[src/rtl/xchg_pkg.sv]
package xchg_pkg;
  localparam int unsigned XCHG_W = 12;
  localparam int unsigned XCHG_HALVES = 2;

  // Return path choice: sel=1 takes port 1, sel=0 takes port 2.
  function automatic logic [XCHG_W-1:0] pick_return(input logic sel,
                                                    input logic [XCHG_W-1:0] p1,
                                                    input logic [XCHG_W-1:0] p2);
    return sel ? p1 : p2;
  endfunction
endpackage

[src/rtl/xchg_capture.sv]
module xchg_capture #(
  parameter int unsigned W = 12
) (
  input  logic         clk,
  input  logic         rst_n,
  input  logic         cap_n,
  input  logic [W-1:0] d,
  output logic [W-1:0] q,
  output logic         cap_fire
);
  assign cap_fire = !cap_n;

  always_ff @(posedge clk or negedge rst_n) begin
    if (!rst_n) q <= '0;
    else if (cap_fire) q <= d;
  end

  p_load_r2: assert property (@(posedge clk) disable iff (!rst_n)
    !cap_n |=> q == $past(d));
  p_hold_r4: assert property (@(posedge clk) disable iff (!rst_n)
    cap_n |=> $stable(q));
endmodule

[src/rtl/xchg_return.sv]
module xchg_return #(
  parameter int unsigned W = 12
) (
  input  logic         clk,
  input  logic         rst_n,
  input  logic         sel,
  input  logic [W-1:0] p1,
  input  logic [W-1:0] p2,
  output logic [W-1:0] q
);
  import xchg_pkg::*;
  logic [W-1:0] ret_next;
  assign ret_next = pick_return(sel, p1, p2);

  always_ff @(posedge clk or negedge rst_n) begin
    if (!rst_n) q <= '0;
    else q <= ret_next;
  end

  p_ret_p1_r5: assert property (@(posedge clk) disable iff (!rst_n)
    sel |=> q == $past(p1));
  p_ret_p2_r7: assert property (@(posedge clk) disable iff (!rst_n)
    !sel |=> q == $past(p2));
endmodule

[src/rtl/xchg_drive.sv]
module xchg_drive #(
  parameter int unsigned N = 3
) (
  input  logic         clk,
  input  logic         rst_n,
  input  logic [N-1:0] oe_n,
  output logic [N-1:0] drive
);
  always_ff @(posedge clk or negedge rst_n) begin
    if (!rst_n) drive <= '0;
    else drive <= ~oe_n;
  end

  p_drive_lag_r6: assert property (@(posedge clk) disable iff (!rst_n)
    1'b1 |=> drive == ~$past(oe_n));
  p_reset_off_r1: assert property (@(posedge clk)
    !rst_n |-> drive == '0);
endmodule

[src/rtl/reg_bus_exchanger.sv]
module reg_bus_exchanger #(
  parameter int unsigned W = xchg_pkg::XCHG_W
) (
  input  logic         clk,
  input  logic         rst_n,
  input  logic [W-1:0] a_in,
  output logic [W-1:0] a_out,
  output logic         a_drive,
  input  logic [W-1:0] half1_in,
  output logic [W-1:0] half1_out,
  output logic         half1_drive,
  input  logic [W-1:0] half2_in,
  output logic [W-1:0] half2_out,
  output logic         half2_drive,
  input  logic         cap1_n,
  input  logic         cap2_n,
  input  logic         ret_sel,
  input  logic         a_oe_n,
  input  logic         half1_oe_n,
  input  logic         half2_oe_n
);
  localparam int unsigned NH = xchg_pkg::XCHG_HALVES;
  localparam int unsigned ND = NH + 1;

  logic [NH-1:0]        cap_n_v;
  logic [NH-1:0]        cap_fire_v;
  logic [NH-1:0][W-1:0] half_q;
  logic [ND-1:0]        oe_n_v;
  logic [ND-1:0]        drive_v;

  assign cap_n_v = {cap2_n, cap1_n};

  for (genvar h = 0; h < NH; h++) begin : g_half
    xchg_capture #(.W(W)) u_cap (
      .clk      (clk),
      .rst_n    (rst_n),
      .cap_n    (cap_n_v[h]),
      .d        (a_in),
      .q        (half_q[h]),
      .cap_fire (cap_fire_v[h])
    );
  end

  xchg_return #(.W(W)) u_ret (
    .clk   (clk),
    .rst_n (rst_n),
    .sel   (ret_sel),
    .p1    (half1_in),
    .p2    (half2_in),
    .q     (a_out)
  );

  assign oe_n_v = {half2_oe_n, half1_oe_n, a_oe_n};

  xchg_drive #(.N(ND)) u_drv (
    .clk   (clk),
    .rst_n (rst_n),
    .oe_n  (oe_n_v),
    .drive (drive_v)
  );

  assign half1_out   = half_q[0];
  assign half2_out   = half_q[1];
  assign a_drive     = drive_v[0];
  assign half1_drive = drive_v[1];
  assign half2_drive = drive_v[2];

  p_reset_clear_r1: assert property (@(posedge clk)
    !rst_n |-> (half1_out == '0 && half2_out == '0 && a_out == '0));
  p_same_edge_r8: assert property (@(posedge clk) disable iff (!rst_n)
    (cap_fire_v[0] && ret_sel) |=> (half1_out == $past(a_in) && a_out == $past(half1_in)));
  p_word_pair_r3: assert property (@(posedge clk) disable iff (!rst_n)
    (cap_fire_v[1] && !cap_fire_v[0]) |=> (half2_out == $past(a_in) && $stable(half1_out)));
endmodule

[config.mk]
export PLATFORM = sky130hd
export DESIGN_NAME = reg_bus_exchanger
export DESIGN_NICKNAME = d
export VERILOG_FILES = /design/src/rtl/xchg_pkg.sv /design/src/rtl/xchg_capture.sv /design/src/rtl/xchg_return.sv /design/src/rtl/xchg_drive.sv /design/src/rtl/reg_bus_exchanger.sv
export SDC_FILE = /design/constraint.sdc
export NUM_CORES = 1
export LEC_CHECK = 0
export BUFFER_PORTS_ARGS = -buffer_cell sky130_fd_sc_hd__clkbuf_2
export CAP_MARGIN = 20
export CELL_PAD_IN_SITES_DETAIL_PLACEMENT = 1
export CELL_PAD_IN_SITES_GLOBAL_PLACEMENT = 1
export CORE_MARGIN = 2
export CORE_UTILIZATION = 34
export CTS_CLUSTER_SIZE = 8
export DETAILED_ROUTE_END_ITERATION = 8
export PLACE_DENSITY_LB_ADDON = 0.1
export SYNTH_ARGS = -nofsm -noshare
export SYNTH_HDL_FRONTEND = slang
export SYNTH_SLANG_ARGS = --single-unit
[constraint.sdc]
create_clock -name clk -period 1 [get_ports clk]
set_input_delay 0.05 -clock clk [delete_from_list [all_inputs] [get_ports clk]]
set_output_delay 0.05 -clock clk [all_outputs]
set_load 0.03 [all_outputs]
; Yosys cells after proc, flatten, opt, wreduce, memory -nomap -nowiden
; Cells that the tools add are included.
[classes]
muxes = 1
bitwise_logic = 1
[op_table]
columns = op, count
row1 = $mux 12, 1
row2 = $not 3->3, 1
[word_totals]
regBits = 39
input_bits = 44
out_inout_bits = 39
word_cells = 6

; Depth between registers and ports, before layout
[depth]
ltp_word = 1
mapped_depth = 2
mapped_depth_nobuf = 1

; Cells and area by module
; From an unflattened synthesis, not the netlist that was laid out.
[hier_totals]
hier_cells = 83
hier_area_um2 = 1539.0
[modules_own_cells]
columns = mod, n_inst, cells_per_inst, area_per_inst_um2, seq_area_each_um2
row1 = xchg_capture, 2, 26, 484.2, 300.3
row2 = xchg_return, 1, 25, 484.2, 300.3
row3 = xchg_drive, 1, 6, 86.3, 75.1

; Worst setup path before layout
; OpenSTA, ideal clock, no wires.
[synth_timing]
kind = flip-flop to flip-flop
from = register, netlist name g_half[0].u_cap.q[0]
to = register g_half[0].u_cap.q[0]
setup_time_ns = 0.125
arrival_time_ns = 0.758
required_time_ns = 0.875
slack_ns = 0.117
path_stages_with_launch = 2
path_buffers = 0
period_less_slack_ns = 0.883
path_cell_list = dfrtp_1 mux2_2
[synth_rtl]
columns = element, line
row1 = to (signal assigned), xchg_capture.sv:14  ; if (!rst_n) q <= '0;
row2 = to (signal assigned), xchg_capture.sv:15  ; else if (cap_fire) q <= d;
row3 = to (decl), xchg_capture.sv:8  ; output logic [W-1:0] q,

; Worst setup path in the final report
[layout_timing]
from = register g_half[0].u_cap.q[8]
to = output port half1_out[8]
[layout_rtl]
columns = element, line
row1 = to (decl), reg_bus_exchanger.sv:10  ; output logic [W-1:0] half1_out,
; No word-level cell between the ends.

==> run_results.csv <==
group,metric,value,unit
run_status,status,"finished clean",
min_path,hold_class,"in2reg",
critical_path,regToRegStartpoint,"g_half[0].u_cap.q[8]$_DFFE_PN0N_",
placed_design,gp_congestion,0.664,
critical_path,crit_family,"flip-flops",
synth,synthTopCellsByArea,"dfrtp_1 (63%), mux2_4 (29%), mux2_2 (4.4%)",
synth,async_flop_share,100,%
critical_path,worstSetupPathType,"reg2out",
clock_network,clkSinkCount,39,
grt,antenna_found_initial,0,
pwr,power_density,1600,nW/um^2
critical_path,path_cells,"clkbuf_2",
synth,synth_edf_count,0,
finish,multi_input_area,518,sq um
grt,grt_max_degree,40,
finish,fillers,463,
synth,ys_warn_count,0,
clock_network,cts_tree,"done",
clock_network,clockBufferDepth,2,
critical_path,cp_data_arrival_time,0.87,ns
finish,n_antenna_cell,0,
drt,vias_per_cell,4.49,
finish,final_area,2260,sq um
grt,grt.overflow.total,0,
sta,fmax,1090,MHz
synth,yosys.area.top_type_share,63.4,%
synth,synth_flop_cell,"dfrtp_1",
sta,setup_tns,0,ns
synth,ys_seq_elements,39,
sta,setup_viol,0,
pwr,power,0.00361,W
synth,netlist_instances,81,
critical_path,cp_slowest_cell,"dfrtp_1",
synth,synth_nets,125,
sta,period_minus_slack,0.916,ns
die,dieArea,5080,sq um
min_path,min_from,"half2_in[7]",
die,initial_core_util,35.3,%
synth,ys_types,5,
grt,use_met1,16.7,%
synth,yosys.area.top_type,"dfrtp_1",
sta,fin_crit_sh,91.6,%
drt,wl,3350,microns
critical_path,path_max_fanout,2,
finish,final-seq-area,976,sq um
drt,ant_nets,0,
drt,wl_per_cell,14.3,microns
grt,grt_usage,14.1,%
grt,grtUsageMet2,23.4,%
die,fp.dieW,71.3,microns
synth,synthTopCellsByCount,"dfrtp_1 (39), mux2_4 (30), mux2_2 (6)",
critical_path,cpPeakStageDelay,0.40,ns
grt,grt_pass1_wl,5510,microns
drt,drcViolationCount,0,
pwr,netSwitchingPower,0.00103,W
pwr,p_int,0.00258,W
pwr,ir_worst_vdd,0.000626,V
clock_network,clockRootBuffer,"clkbuf_8",
grt,grt_busiest_layer,"met2",
clock_network,post_cts_buffers,0,
placed_design,place_hpwl,2510,microns
pwr,p_sw_share,28.5,%
sta,relSlewSlack,85.8,%
clock_network,clkTransAtPathRegs,0.07,ns
sta,tightest_slew,0.213,ns
placed_design,io_buffers,82,
sta,hold_violations,0,
job,max_cap_viol_count,0,
pwr,p_comb_share,24.8,%
synth,syn_avg_cell_area,19.0,sq um
critical_path,end_kind,"primary output",
finish,syn_to_final_growth,47.1,%
grt,use_met3,4.50,%
pwr,seqPwrFrac,49.4,%
clock_network,ctsResizeCount,0,
die,die_height,71.3,microns
critical_path,crit_path_start_kind,"register",
critical_path,crit_start,"g_half[0].u_cap.q[8]$_DFFE_PN0N_",
finish,nNetsFinal,228,
sta,holdWs,0.00548,ns
clock_network,cts_buffers,5,
die,rows,24,
placed_design,dpl_cell_area,2060,sq um
clock_network,htreeDepth,2,
clock_network,insertion_delay,0.27,ns
die,coreArea,4350,sq um
critical_path,crit_buf_inv,1,
sta,clock_skew,0,ns
pwr,p_leak,1.21,nW
synth,ys_seq_area_share,63.4,%
sta,rsz0062_at_grt,"no",
critical_path,required,0.95,ns
drt,dr.pass1.iters,2,
finish,drive_gt1_share,69.4,%
pwr,p_clk_share,25.8,%
drt,num_vias,1054,
synth,synth_area,1540,sq um
die,ios,83,
grt,grt_pass1_vias,1158,
sta,final_max_slew_viol_count,0,
drt,drt-initial-drc-count,21,
synth,synth_most_common_cell,"dfrtp_1",
## power groups by stage
stage          Combinational, W  Clock (W)  Sequential, W
3_5_place_dp           0.000868          0        0.00182
4_1_cts                0.000911   0.000971        0.00179
5_1_grt                0.000952    0.00101        0.00180
3_3_place_gp           0.000854          0        0.00181
2_1_floorplan          0.000247          0        0.00210
6_report               0.000895   0.000932        0.00179
## path summary, 6_finish.rpt
check                                                    to  slack [ns]  cells after the start
min in group asynchronous  g_half[1].u_cap.q[4]$_DFFE_PN0N_        0.28                      3
max                                            half1_out[8]        0.08                      1
min reg2reg                g_half[0].u_cap.q[0]$_DFFE_PN0N_        0.51                      1
max in group asynchronous  g_half[1].u_cap.q[0]$_DFFE_PN0N_        0.53                      3
max reg2reg                g_half[0].u_cap.q[8]$_DFFE_PN0N_        0.23                      1
min                                    u_ret.q[7]$_DFF_PN0_       0.005                      2
## placed cells by master (no fill, tap or decap)
cell	instances
buf_12	4
clkbuf_1	1
clkbuf_2	82
clkbuf_8	5
dfrtp_1	39
dlygate4sd3_1	13
inv_1	3
mux2_2	6
mux2_4	30
## through the flow
stage	instances	util [%]	setup WS, ns
2_1_floorplan	81	-	0.117
3_3_place_gp	216	47.3	0.202
3_5_place_dp	216	47.3	0.178
4_1_cts	235	52.0	0.0787
5_1_grt	235	52.0	0.0526
6_report	235	52.0	0.0838
## layer usage
metal  up-vias  share of wire [%]
met1       510                 39
li1        482                  -
met4         0                1.6
met3         7                7.8
met5         -                  0
met2        55                 51
## registers in the layout, summed over array words and instances (netlist names)
name and count:
u_drv.drive 3, g_half.u_cap.q 24, u_ret.q 12
## area by class of cell
class / count / area share, %
Tap cell: 52 / 2.87
Timing Repair Buffer: 99 / 27.4
Inverter: 3 / 0.498
Sequential cell: 39 / 43.1
Clock buffer: 6 / 3.21
Multi-Input combinational cell: 36 / 22.9
## kinds of logic after synthesis
logic type | Yosys count | synth area share (%)
buffers and inverters | 6 | 2.93
multiplexers | 36 | 33.7
flip-flops | 39 | 63.4
## timing repair
| item | in CTS | in global routing |
|---|---|---|
| setup endpoints to repair | 0 | 0 |
| hold endpoints to repair | 48 | 0 |
| hold buffers | 13 | 0 |
Note: power is estimated with default switching activity, not from simulation.
